===== src/rtl/ipi_pkg.sv =====
package ipi_pkg;
  localparam int DLV_W = 3;
  localparam logic [DLV_W-1:0] DLV_FIXED   = 3'b000;
  localparam logic [DLV_W-1:0] DLV_LOWEST  = 3'b001;
  localparam logic [DLV_W-1:0] DLV_NMI     = 3'b100;
  localparam logic [DLV_W-1:0] DLV_INIT    = 3'b101;
  localparam logic [DLV_W-1:0] DLV_STARTUP = 3'b110;

  localparam logic [1:0] SH_NONE     = 2'b00;
  localparam logic [1:0] SH_SELF     = 2'b01;
  localparam logic [1:0] SH_ALL      = 2'b10;
  localparam logic [1:0] SH_ALL_XSELF = 2'b11;

  typedef enum logic {HS_NORMAL = 1'b0, HS_WAIT = 1'b1} hsState_t;

  // Strobes from the match datapath to the handshake control.
  typedef struct packed {
    logic hit;
    logic initReq;
    logic startupReq;
  } msgStrobe_t;
endpackage


===== src/rtl/ipi_match_dp.sv =====
module ipi_match_dp
  import ipi_pkg::*;
#(
  parameter int ID_W = 8
) (
  input  logic             clk,
  input  logic             rstN,
  input  logic             msgValid,
  input  logic [ID_W-1:0]  msgDest,
  input  logic             msgLogical,
  input  logic [1:0]       msgShort,
  input  logic [DLV_W-1:0] msgDelivery,
  input  logic             msgLevelTrig,
  input  logic             msgAssert,
  input  logic             msgFromSelf,
  input  logic [ID_W-1:0]  cfgApicId,
  input  logic [ID_W-1:0]  cfgLogicalId,
  input  logic             cfgClusterFmt,
  output msgStrobe_t       strobes,
  output logic             matchValid,
  output logic             matchOut
);
  localparam int HALF = ID_W / 2;
  localparam logic [ID_W-1:0] BCAST = {ID_W{1'b1}};

  logic physHit, flatHit, clusterHit, destHit, shortHit, blocked, hit;

  assign physHit = (msgDest == cfgApicId) || (msgDest == BCAST);
  assign flatHit = |(cfgLogicalId & msgDest);

  generate
    if (HALF > 0) begin : g_cluster
      logic lowEq, highAny;
      assign lowEq   = cfgLogicalId[HALF-1:0] == msgDest[HALF-1:0];
      assign highAny = |(cfgLogicalId[ID_W-1:HALF] & msgDest[ID_W-1:HALF]);
      assign clusterHit = lowEq && highAny;
    end else begin : g_nocluster
      assign clusterHit = 1'b0;
    end
  endgenerate

  always_comb begin
    if (!msgLogical)       destHit = physHit;
    else if (cfgClusterFmt) destHit = clusterHit;
    else                    destHit = flatHit;
  end

  always_comb begin
    unique case (msgShort)
      SH_NONE:  shortHit = destHit;
      SH_SELF:  shortHit = msgFromSelf;
      SH_ALL:   shortHit = 1'b1;
      default:  shortHit = !msgFromSelf;
    endcase
  end

  assign blocked = !msgLogical && (msgDelivery == DLV_LOWEST);
  assign hit     = shortHit && !blocked;

  always_comb begin
    strobes.hit        = msgValid && hit;
    strobes.initReq    = msgValid && hit && (msgDelivery == DLV_INIT)
                         && !(msgLevelTrig && !msgAssert);
    strobes.startupReq = msgValid && hit && (msgDelivery == DLV_STARTUP);
  end

  always_ff @(posedge clk) begin
    if (!rstN) begin
      matchValid <= 1'b0;
      matchOut   <= 1'b0;
    end else begin
      matchValid <= msgValid;
      matchOut   <= msgValid && hit;
    end
  end

  assert_lowest_phys_R7: assert property (@(posedge clk) disable iff (!rstN)
    (msgValid && !msgLogical && msgDelivery == DLV_LOWEST) |=> !matchOut);

  assert_bcast_all_R6: assert property (@(posedge clk) disable iff (!rstN)
    (msgValid && msgShort == SH_ALL && !(!msgLogical && msgDelivery == DLV_LOWEST))
      |=> matchOut);

  assert_excl_self_R6: assert property (@(posedge clk) disable iff (!rstN)
    (msgValid && msgShort == SH_ALL_XSELF && msgFromSelf) |=> !matchOut);

  assert_self_other_R6: assert property (@(posedge clk) disable iff (!rstN)
    (msgValid && msgShort == SH_SELF && !msgFromSelf) |=> !matchOut);

  assert_valid_pulse_R2: assert property (@(posedge clk) disable iff (!rstN)
    matchOut |-> matchValid);
endmodule


===== src/rtl/ipi_handshake_ctl.sv =====
module ipi_handshake_ctl
  import ipi_pkg::*;
(
  input  logic       clk,
  input  logic       rstN,
  input  msgStrobe_t strobes,
  output logic       waitStartup
);
  hsState_t state, stateNext;

  always_comb begin
    stateNext = state;
    unique case (state)
      HS_NORMAL: if (strobes.initReq) stateNext = HS_WAIT;
      HS_WAIT:   if (strobes.startupReq) stateNext = HS_NORMAL;
      default:   stateNext = HS_NORMAL;
    endcase
  end

  always_ff @(posedge clk) begin
    if (!rstN) state <= HS_NORMAL;
    else       state <= stateNext;
  end

  assign waitStartup = (state == HS_WAIT);

  assert_init_wait_R8: assert property (@(posedge clk) disable iff (!rstN)
    strobes.initReq |=> waitStartup);

  assert_startup_leave_R10: assert property (@(posedge clk) disable iff (!rstN)
    (waitStartup && strobes.startupReq) |=> !waitStartup);

  assert_state_hold_R10: assert property (@(posedge clk) disable iff (!rstN)
    (!strobes.initReq && !strobes.startupReq) |=> $stable(waitStartup));
endmodule


===== src/rtl/ipi_dest_match.sv =====
module ipi_dest_match
  import ipi_pkg::*;
#(
  parameter int ID_W = 8
) (
  input  logic             clk,
  input  logic             rstN,
  input  logic             msgValid,
  input  logic [ID_W-1:0]  msgDest,
  input  logic             msgLogical,
  input  logic [1:0]       msgShort,
  input  logic [DLV_W-1:0] msgDelivery,
  input  logic             msgLevelTrig,
  input  logic             msgAssert,
  input  logic             msgFromSelf,
  input  logic [ID_W-1:0]  cfgApicId,
  input  logic [ID_W-1:0]  cfgLogicalId,
  input  logic             cfgClusterFmt,
  output logic             matchValid,
  output logic             matchOut,
  output logic             waitStartup
);
  msgStrobe_t strobes;

  ipi_match_dp #(.ID_W(ID_W)) u_dp (
    .clk(clk), .rstN(rstN), .msgValid(msgValid), .msgDest(msgDest),
    .msgLogical(msgLogical), .msgShort(msgShort), .msgDelivery(msgDelivery),
    .msgLevelTrig(msgLevelTrig), .msgAssert(msgAssert),
    .msgFromSelf(msgFromSelf), .cfgApicId(cfgApicId),
    .cfgLogicalId(cfgLogicalId), .cfgClusterFmt(cfgClusterFmt),
    .strobes(strobes), .matchValid(matchValid), .matchOut(matchOut)
  );

  ipi_handshake_ctl u_ctl (
    .clk(clk), .rstN(rstN), .strobes(strobes), .waitStartup(waitStartup)
  );
endmodule


===== config.mk =====
export PLATFORM = sky130hd
export DESIGN_NAME = ipi_dest_match
export DESIGN_NICKNAME = d
export VERILOG_FILES = /design/src/rtl/ipi_pkg.sv /design/src/rtl/ipi_match_dp.sv /design/src/rtl/ipi_handshake_ctl.sv /design/src/rtl/ipi_dest_match.sv
export SDC_FILE = /design/constraint.sdc
export NUM_CORES = 1
export LEC_CHECK = 0
export ABC_AREA = 1
export BUFFER_PORTS_ARGS = -buffer_cell sky130_fd_sc_hd__buf_2
export CORE_UTILIZATION = 36
export DETAILED_ROUTE_END_ITERATION = 8
export GPL_TIMING_DRIVEN = 0
export PLACE_DENSITY_LB_ADDON = 0.1
export SLEW_MARGIN = 20
export SYNTH_ARGS = -nofsm -noshare
export SYNTH_HDL_FRONTEND = slang
export SYNTH_SLANG_ARGS = --single-unit

===== constraint.sdc =====
create_clock -name clk -period 1.52 [get_ports clk]
set_clock_uncertainty 0.1 [all_clocks]
set_input_delay 0.152 -clock clk [delete_from_list [all_inputs] [get_ports clk]]
set_output_delay 0.152 -clock clk [all_outputs]
set_load 0.02 [all_outputs]

==> summary.txt, run 1 <==
Clock tree
  • Clock sink count: 3
  • Post_cts resized: 0
  • # Post-CTS Setup Buffers: 0
  • CTS Hold Bufs: 0
  • Clk Latency, worst-skew pair: 0.23 ns
  • Root Buffer: clkbuf_4
  • Clk slew on worst S/H paths: 0.04 ns
  • H-tree depth: 1
  • Clock Tree Buf Depth: 2
  • Num CTS Buffers: 3
  • CTS tree: built

Detailed routing
  • DR vias/cell: 4.522
  • # DRC: 0
  • Initial DRT Pass Iterations: 3
  • Routed wire length: 1105 um
  • Iter 0 DRT Violations: 7
  • WL per Instance: 8.125 um
  • DRT antenna net count: 0
  • DR vias: 615

Die
  • Total Die Area: 1459 um2
  • Initial Utilization: 0.4080
  • Core area: 1156 um2
  • Die outline width: 38.20 um
  • Die Ht: 38.20 um
  • # rows: 12
  • Ports: 40

Placement
  • Dpl cells: 132
  • Area after DPL: 684.4 um2
  • RePlAce Congestion: 0.6793
  • IO buf count: 39
  • Place WS: -0.005981 ns
  • HPWL after DPL: 1003 um

Timing
  • Fin crit share: 0.8349
  • Slew margin rel.: 0.8261
  • Final hold viol count: 0
  • Worst-margin pin slew: 0.2608 ns
  • Setup TNS: 0 ns
  • RSZ-0062 raised after global routing: no
  • Maximum operating frequency: 788.0 MHz
  • Fin crit period: 1.269 ns
  • PnR worst setup slack: 0.2510 ns
  • Final Setup Violations: 0
  • Final Hold Slack: 0.02094 ns
  • Slew Viols, Final: 0

Finish
  • Register area: 60.06 um2
  • Finished Layout Cells: 136
  • Fill cells: 123
  • Share of cells above drive strength 1: 0.3934
  • Final Cell Area: 710.7 um2
  • Multi-input logic area: 359.1 um2
  • Area Overhead vs Synth: 50.66%
  • # diodes: 0
  • Fin nets: 164

Setup path
  • Reg-to-reg slack, setup: 0.50 ns
  • Critical setup path kind: input pin to flop
  • Setup crit end kind: flop
  • Worst Path Required: 1.54 ns
  • Reg-to-reg endpoint: u_ctl.waitStartup
  • Worst-path fanout max: 3
  • Reg2Reg Launch Point: u_ctl.waitStartup
  • CP arrival: 1.29 ns
  • Crit start category: input pin
  • R2R depth: 3

Min path
  • WHS Path Cells: 3
  • Hold path startpoint: rstN
  • WHS Endpoint: u_dp.matchValid
  • Hold crit path type: input pin to flop

Global routing
  • First-pass GRT wire length: 1752 um
  • Number of global-route vias before repair: 513
  • Largest net degree at the start of global routing: 5
  • Global-route usage over all layers: 0.1665
  • Initial antenna violation count: 0
  • Grt total ovfl: 0

Synth
  • Sequential area share after synthesis: 0.1273
  • Most frequent cell after synthesis: nand2_1
  • Synth Net Count: 120
  • Flops & latches, synth: 3
  • Ranking of synthesized cells by area: nand2_1 25%, dfxtp_1 13%, inv_1 11%
  • EDFF count, synth: 0
  • Syn Inst Count: 79
  • Predominant post-synthesis flop cell: dfxtp_1
  • Synth Cell Area: 471.7 um2
  • Netlist cell types: 16
  • Synth area leader: nand2_1
  • Post-synth ARST share: 0
  • Commonest cells post-synth: 31 x nand2_1, 14 x inv_1, 9 x nor2_1
  • Mapped Avg Cell Area: 5.971 um2
  • Yosys warnings: 0
  • Share of the synthesized area in the top cell type: 0.2467

Job
  • Max cap viols: 0

Outcome
  • Status: finished, final reports clean

Power
  • Maximum vdd ir drop: 0.5061 mV
  • P per Cell Area: 522.3 nW/um2
  • Leakage: 0.0004268 uW
## worst max-delay path, cell delays in order
cell	delay, ns
buf_2	0.12
ha_1	0.28
nor2_1	0.10
nand2_1	0.06
nand2_1	0.05
nand2_1	0.06
a21oi_2	0.12
nand2_1	0.07
nand2_2	0.08
nand3_1	0.07
nand2_1	0.08
a21oi_2	0.05
## how the worst max path moves through the flow
| stage | start | endpoint | slack [ns] | depth (start not counted) |
|---|---|---|---|---|
| 2_1_floorplan | msgDest[3] | u_ctl.waitStartup | 0.22 | 11 |
| 3_3_place_gp | msgDest[3] | u_ctl.waitStartup | 0.02 | 12 |
| 3_5_place_dp | msgDest[3] | u_ctl.waitStartup | -0.006 | 12 |
| 4_1_cts | msgDest[3] | u_ctl.waitStartup | 0.23 | 12 |
| 5_1_grt | msgDest[3] | u_ctl.waitStartup | 0.14 | 12 |
| 6_report | msgDest[3] | u_ctl.waitStartup | 0.25 | 12 |
## area by class of cell
type	count	area share
clock buffers	4	0.03697
inverters	14	0.07394
well taps	14	0.02465
flip-flops and latches	3	0.08451
repair buffers	39	0.2746
multi-input cells	62	0.5053
## kinds of logic (layout without fill, tap and decap cells)
| logic type | count (synthesis) | in the layout | share of synthesized area |
|---|---|---|---|
| buffers and inverters | 14 | 57 | 0.1114 |
| AO/OA/AOI/OAI | 6 | 6 | 0.1512 |
| adder cells (fa/ha/maj) | 4 | 4 | 0.1061 |
| flip-flops | 3 | 3 | 0.1273 |
| AND/OR/NAND/NOR | 47 | 47 | 0.4111 |
| XOR/XNOR | 5 | 5 | 0.09283 |
## per-layer routing
metal  GRT usage  up-vias  wire length, um
li1            -      331                -
met1      0.1873      262              448
met2      0.3136       22              567
met3     0.02326        0               89
met4     0.05357        0                0
met5           0        -                0
## registers in the layout, indices dropped and copies added, names as in the netlist
name               count
u_ctl.waitStartup      1
u_dp.matchOut          1
u_dp.matchValid        1
## report_power, final
group	switching, uW	internal, uW	total [uW]
clock network	41.1	98.4	140
registers	1.37	82.7	84.1
logic	73.5	74.1	148
## per-stage QoR
step	power, uW	utilization
finish	371.2	0.6147
global route	403.2	0.6147
CTS	377.8	0.6147
detailed placement	234.8	0.5920
global placement	230.6	0.5920
floorplan	162.5	-
## cells in the final DEF (no fill, tap or decap), drive strengths merged
master,Yosys,routed
xnor2,5,5
nand2,32,32
buf,0,39
a21boi,1,1
clkbuf,0,4
a21oi,3,3
ha,4,4
nor2,9,9
nor3,1,1
nand4,2,2
nand3,3,3
o311a,1,1
inv,14,14
a2111oi,1,1
dfxtp,3,3
(Power assumes the default switching activity.)
==> run 2, diff against run 1 <==
==> constraint.sdc (replaced) <==
create_clock -name clk -period 1.3 [get_ports clk]
set_clock_uncertainty 0.1 [all_clocks]
set_input_delay 0.13 -clock clk [delete_from_list [all_inputs] [get_ports clk]]
set_output_delay 0.13 -clock clk [all_outputs]
set_load 0.02 [all_outputs]
==> run 2 against run 1 <==
Effect of this change: non-clock buffer count up 1; largest power group unchanged; cell count increased by 0.74%; critical endpoint unchanged; core utilization rose by 5.8 points; design area is 9.5% higher; first-iteration DRC count up 14%; worst setup slack lost 0.12 ns; power rose by 21%; register-to-register slack worse by 0.24 ns; critical path depth unchanged; global-route usage grew 0.73 points.
==> summary.txt, run 2 (synthesis gave the netlist of run 1 again) <==
Outcome
  • Status: finished, final reports clean

Detailed routing
  • DR vias: 615
  • WL per Instance: 8.657 um
  • Iter 0 DRT Violations: 8
  • Initial DRT Pass Iterations: 4
  • DR vias/cell: 4.489
  • Routed wire length: 1186 um
  • # DRC: 0
  • DRT antenna net count: 0

Clock tree
  • Clk Latency, worst-skew pair: 0.23 ns
  • # Post-CTS Setup Buffers: 0
  • Clock sink count: 3
  • H-tree depth: 1
  • Clock Tree Buf Depth: 2
  • Clk slew on worst S/H paths: 0.04 ns
  • CTS tree: built
  • Num CTS Buffers: 3
  • Root Buffer: clkbuf_4

Setup path
  • Worst Path Required: 1.32 ns
  • Crit start category: input pin
  • Setup crit end kind: flop
  • Critical setup path kind: input pin to flop
  • Worst-path fanout max: 3
  • CP arrival: 1.19 ns

Power
  • Leakage: 0.0004317 uW
  • Clock power share: 0.357
  • P_int: 306.8 uW
  • P per Cell Area: 576.1 nW/um2
  • Logic pwr share: 0.424
  • Maximum vdd ir drop: 0.5843 mV
  • Sequential Power Share: 0.220
  • Net Sw Frac: 0.3158
  • Psw: 141.6 uW

Placement
  • Place WS: -0.2040 ns
  • IO buf count: 39
  • HPWL after DPL: 1003 um
  • RePlAce Congestion: 0.6793

Timing
  • Setup TNS: 0 ns
  • Final Hold Slack: 0.01510 ns
  • Maximum operating frequency: 856.7 MHz
  • Fin crit period: 1.167 ns
  • Worst-margin pin slew: 0.2615 ns
  • Slew Viols, Final: 0
  • PnR worst setup slack: 0.1327 ns
  • Fin crit share: 0.8979
  • RSZ-0062 raised after global routing: no
  • Final Setup Violations: 0
  • Slew margin rel.: 0.8257
  • Final hold viol count: 0

Die
  • # rows: 12
  • Ports: 40
  • Die Ht: 38.20 um
  • Core area: 1156 um2
  • Total Die Area: 1459 um2
  • Die outline width: 38.20 um
  • Initial Utilization: 0.4080

Finish
  • Commonest non-fill, non-tap cell in the layout: buf_2
  • # diodes: 0
  • Fill cells: 110
  • Area Overhead vs Synth: 64.99%
  • Final Core Density: 0.6732
  • Fin nets: 165
  • Share of cells above drive strength 1: 0.4390
  • Commonest cells after routing, fill and taps aside: 39 x buf_2, 30 x nand2_1, 14 x inv_1, 9 x nor2_1, 5 x xnor2_1

Min path
  • Hold crit path type: input pin to flop

Global routing
  • Grt total ovfl: 0
  • Global-route usage over all layers: 0.1738
  • Initial antenna violation count: 0
  • Largest net degree at the start of global routing: 5
  • First-pass GRT wire length: 1807 um
  • Number of global-route vias before repair: 523

Job
  • Max cap viols: 0
run 2: final timing paths:
check,from,endpoint,slack (ns),depth (start not counted)
max,msgDest[2],u_ctl.waitStartup,0.13,12
min,msgValid,u_dp.matchValid,0.02,3
max reg2reg,u_ctl.waitStartup,u_ctl.waitStartup,0.26,3
min reg2reg,u_ctl.waitStartup,u_ctl.waitStartup,0.41,2
run 2: repair_timing:
action / in CTS / in global routing
hold buffers: 1 / 0
endpoints found under the hold margin: 1 / 0
setup endpoints to repair: 0 / 1
resized for setup: 0 / 6
run 2: power groups by stage:
stage | sequential, uW | clock [uW] | combinational (uW)
floorplan | 105 | 0 | 85.0
global placement | 99.6 | 0 | 170
detailed placement | 99.8 | 0 | 175
CTS | 98.4 | 168 | 178
global route | 98.8 | 176 | 217
finish | 98.6 | 160 | 190
run 2: critical path, stage by stage:
cell and delay (ns):
buf_2 0.13, ha_4 0.23, nor2_1 0.10, nand2_1 0.06
nand2_1 0.05, nand2_1 0.06, a21oi_2 0.11, nand2_1 0.07
nand2_2 0.08, nand3_2 0.07, nand2_2 0.06, a21oi_2 0.04
run 2: stage by stage:
| step | power, uW | instance area (um2) | std cells |
|---|---|---|---|
| 6_report | 448.4 | 778.2 | 137 |
| 5_1_grt | 491.6 | 778.2 | 137 |
| 4_1_cts | 444.0 | 720.7 | 137 |
| 3_5_place_dp | 274.6 | 684.4 | 132 |
| 3_3_place_gp | 269.6 | 684.4 | 132 |
| 2_1_floorplan | 190.0 | 471.7 | 79 |
run 2: cell type report:
type / instances / area (um2) / share of cell area
Timing Repair Buffer: 40 / 205.2 / 0.2637
Multi-Input combinational cell: 62 / 416.7 / 0.5354
Clock buffer: 4 / 26.28 / 0.03376
Sequential cell: 3 / 60.06 / 0.07717
Inverter: 14 / 52.55 / 0.06752
Tap cell: 14 / 17.52 / 0.02251
run 2: routing by layer:
layer	routed length [um]	global-route usage	vias to the layer above
li1	-	-	334
met1	470	0.1873	259
met2	631	0.3390	22
met3	84	0.02326	0
met4	0	0.05357	0
met5	0	0	-
==> run 3, diff against run 2 <==
--- a/config.mk
+++ b/config.mk
@@ -7,11 +7,13 @@
 export LEC_CHECK = 0
 export ABC_AREA = 1
 export BUFFER_PORTS_ARGS = -buffer_cell sky130_fd_sc_hd__buf_2
-export CORE_UTILIZATION = 36
+export CORE_AREA = 2 2 39 41
 export DETAILED_ROUTE_END_ITERATION = 8
+export DIE_AREA = 0 0 41 43
 export GPL_TIMING_DRIVEN = 0
 export PLACE_DENSITY_LB_ADDON = 0.1
 export SLEW_MARGIN = 20
 export SYNTH_ARGS = -nofsm -noshare
 export SYNTH_HDL_FRONTEND = slang
+export SYNTH_HIERARCHICAL = 1
 export SYNTH_SLANG_ARGS = --single-unit
==> run 3 against run 2 <==
Effect of this change: global-route usage shrank 2.9 points; design area up 1.4%; die area increased by 21%; count of clock-buffer cells in the layout did not move; first-iteration DRC count shrank 25%; synthesized cell count up 3.8%; via count down 2.9%; non-clock buffer count is 1 lower; combinational power is 8% higher; clock power hardly changed; worst setup slack got worse by 0.060 ns.
==> summary.txt, run 3 <==
Outcome
  • Status: finished, final reports clean

Timing
  • Final Setup Violations: 0
  • RSZ-0062 raised after global routing: yes
  • Fin crit share: 0.9444
  • PnR worst setup slack: 0.07233 ns
  • Worst-margin pin slew: 0.2339 ns
  • Fin crit period: 1.228 ns
  • Slew margin rel.: 0.8435
  • Final hold viol count: 0
  • Slew Viols, Final: 0
  • Maximum operating frequency: 814.6 MHz

Finish
  • Fill cells: 145
  • # diodes: 0
  • Multi-input logic area: 409.1 um2
  • Fin nets: 167
  • Area Overhead vs Synth: 73.35%
  • Final Core Density: 0.5705
  • Commonest cells after routing, fill and taps aside: 33 x buf_2, 32 x nand2_1, 13 x inv_1, 11 x nor2_1, 5 x xnor2_1
  • Share of cells above drive strength 1: 0.4240
  • Register area: 60.06 um2
  • Commonest non-fill, non-tap cell in the layout: buf_2

Detailed routing
  • Initial DRT Pass Iterations: 4
  • DRT antenna net count: 0
  • Routed wire length: 1171 um
  • WL per Instance: 8.305 um
  • # DRC: 0
  • DR vias/cell: 4.234
  • Iter 0 DRT Violations: 6
  • DR vias: 597

Die
  • # rows: 14
  • Die outline width: 41 um
  • Die Ht: 43 um
  • Core area: 1384 um2
  • Ports: 40
  • Total Die Area: 1763 um2
  • Initial Utilization: 0.3291

Setup path
  • R2R depth: 3
  • Largest delay share family, worst path: simple AND/OR/NAND/NOR gates
  • Worst-path fanout max: 3
  • Worst Path Buf+Inv: 1
  • Crit-path cells: buf_4 -> ha_4 -> nor2_2 -> nand2_1 -> nand2_1 -> nand2_1 -> a21oi_2 -> nand2_1 -> nand2_1 -> nand2_2 -> nor2_2 -> nand2_1 -> nand2_1 -> nor2_2
  • Critical Path Most Common Cell: nand2_1
  • Setup crit end kind: flop
  • Slowest CP cell: ha_4
  • Worst Path Required: 1.32 ns
  • CP arrival: 1.25 ns
  • Reg-to-reg endpoint: u_ctl/waitStartup
  • Max stage delay on crit path: 0.23 ns
  • Reg-to-reg slack, setup: 0.61 ns
  • Reg2Reg Launch Point: u_ctl/waitStartup
  • Crit start category: input pin
  • Critical setup path kind: input pin to flop

Placement
  • Place WS: -0.2399 ns
  • RePlAce Congestion: 0.6896
  • IO buf count: 39
  • HPWL after DPL: 1052 um

Clock tree
  • CTS tree: built
  • Clk slew on worst S/H paths: 0.04 ns
  • Num CTS Buffers: 3
  • Clk Latency, worst-skew pair: 0.23 ns
  • H-tree depth: 1
  • Clock Tree Buf Depth: 2
  • Clock sink count: 3
  • Root Buffer: clkbuf_4

Job
  • Max cap viols: 0

Min path
  • WHS Path Cells: 3
  • Hold crit path type: input pin to flop
  • WHS Endpoint: u_dp/matchValid
  • Hold path startpoint: msgValid

Power
  • Maximum vdd ir drop: 0.1713 mV
  • P per Cell Area: 585.2 nW/um2
  • Leakage: 0.0004413 uW

Synth
  • Synth Cell Area: 455.4 um2
  • Syn Inst Count: 82
  • Synth Net Count: 123
  • Yosys warnings: 6
  • Mapped Avg Cell Area: 5.554 um2

Global routing
  • Number of global-route vias before repair: 529
  • First-pass GRT wire length: 1821 um
  • Grt total ovfl: 0
  • Global-route usage over all layers: 0.1449
  • Initial antenna violation count: 0
  • Largest net degree at the start of global routing: 5
run 3: worst register-to-register path: stages, from the launching register on:
cell	delay, ns
dfxtp_1	0.33
nand2_1	0.06
nand2_1	0.06
nor2_2	0.03
run 3: layout make-up:
class	count	share of cell area
Tap cell	16	0.02536
Timing Repair Buffer	39	0.2853
Multi-Input combinational cell	66	0.5182
Sequential cell	3	0.07607
Inverter	13	0.06181
Clock buffer	4	0.03328
run 3: per-stage QoR:
| stage | total power (uW) | instance area, um2 | setup TNS (ns) | cells | hold slack, ns |
|---|---|---|---|---|---|
| 2_1_floorplan | 190.1 | 505.5 | 0 | 82 | 0.1235 |
| 3_3_place_gp | 276.3 | 720.7 | -0.2616 | 137 | 0.2249 |
| 3_5_place_dp | 284.4 | 720.7 | -0.2530 | 137 | 0.2457 |
| 4_1_cts | 455.0 | 749.5 | 0 | 141 | 0.006155 |
| 5_1_grt | 505.7 | 789.5 | -0.04017 | 141 | 0.03721 |
| 6_report | 462.0 | 789.5 | 0 | 141 | 0.01650 |
run 3: how the worst max path moves through the flow:
stage,startpoint,end,slack [ns],cells after the start
after CTS,msgDest[2],u_ctl/waitStartup,0.02,14
after floorplan,msgDest[0],u_ctl/waitStartup,0.005,13
after global routing,cfgLogicalId[3],u_ctl/waitStartup,-0.04,14
final,msgDest[0],u_ctl/waitStartup,0.07,14
after detailed placement,msgDest[2],u_ctl/waitStartup,-0.24,14
after global placement,msgDest[2],u_ctl/waitStartup,-0.25,14
run 3: routing by layer:
layer,part of all wire,vias up,GRT usage
met2,0.51,25,0.2688
met3,0.076,0,0
met5,0,-,0
met1,0.41,235,0.1677
li1,-,337,-
met4,0,0,0.04000
run 3: where the power goes:
| group | internal, uW | switching, uW |
|---|---|---|
| Sequential | 96.7 | 1.01 |
| Combinational | 109 | 96.6 |
| Clock | 115 | 43.9 |
| Total | 321 | 141 |
run 3: timing repair:
item                       4_1_cts  5_1_grt
setup endpoints to repair        1        1
hold buffers                     0        0
buffers inserted                 0        0
resized for setup                1       12
pin swaps                        0       13
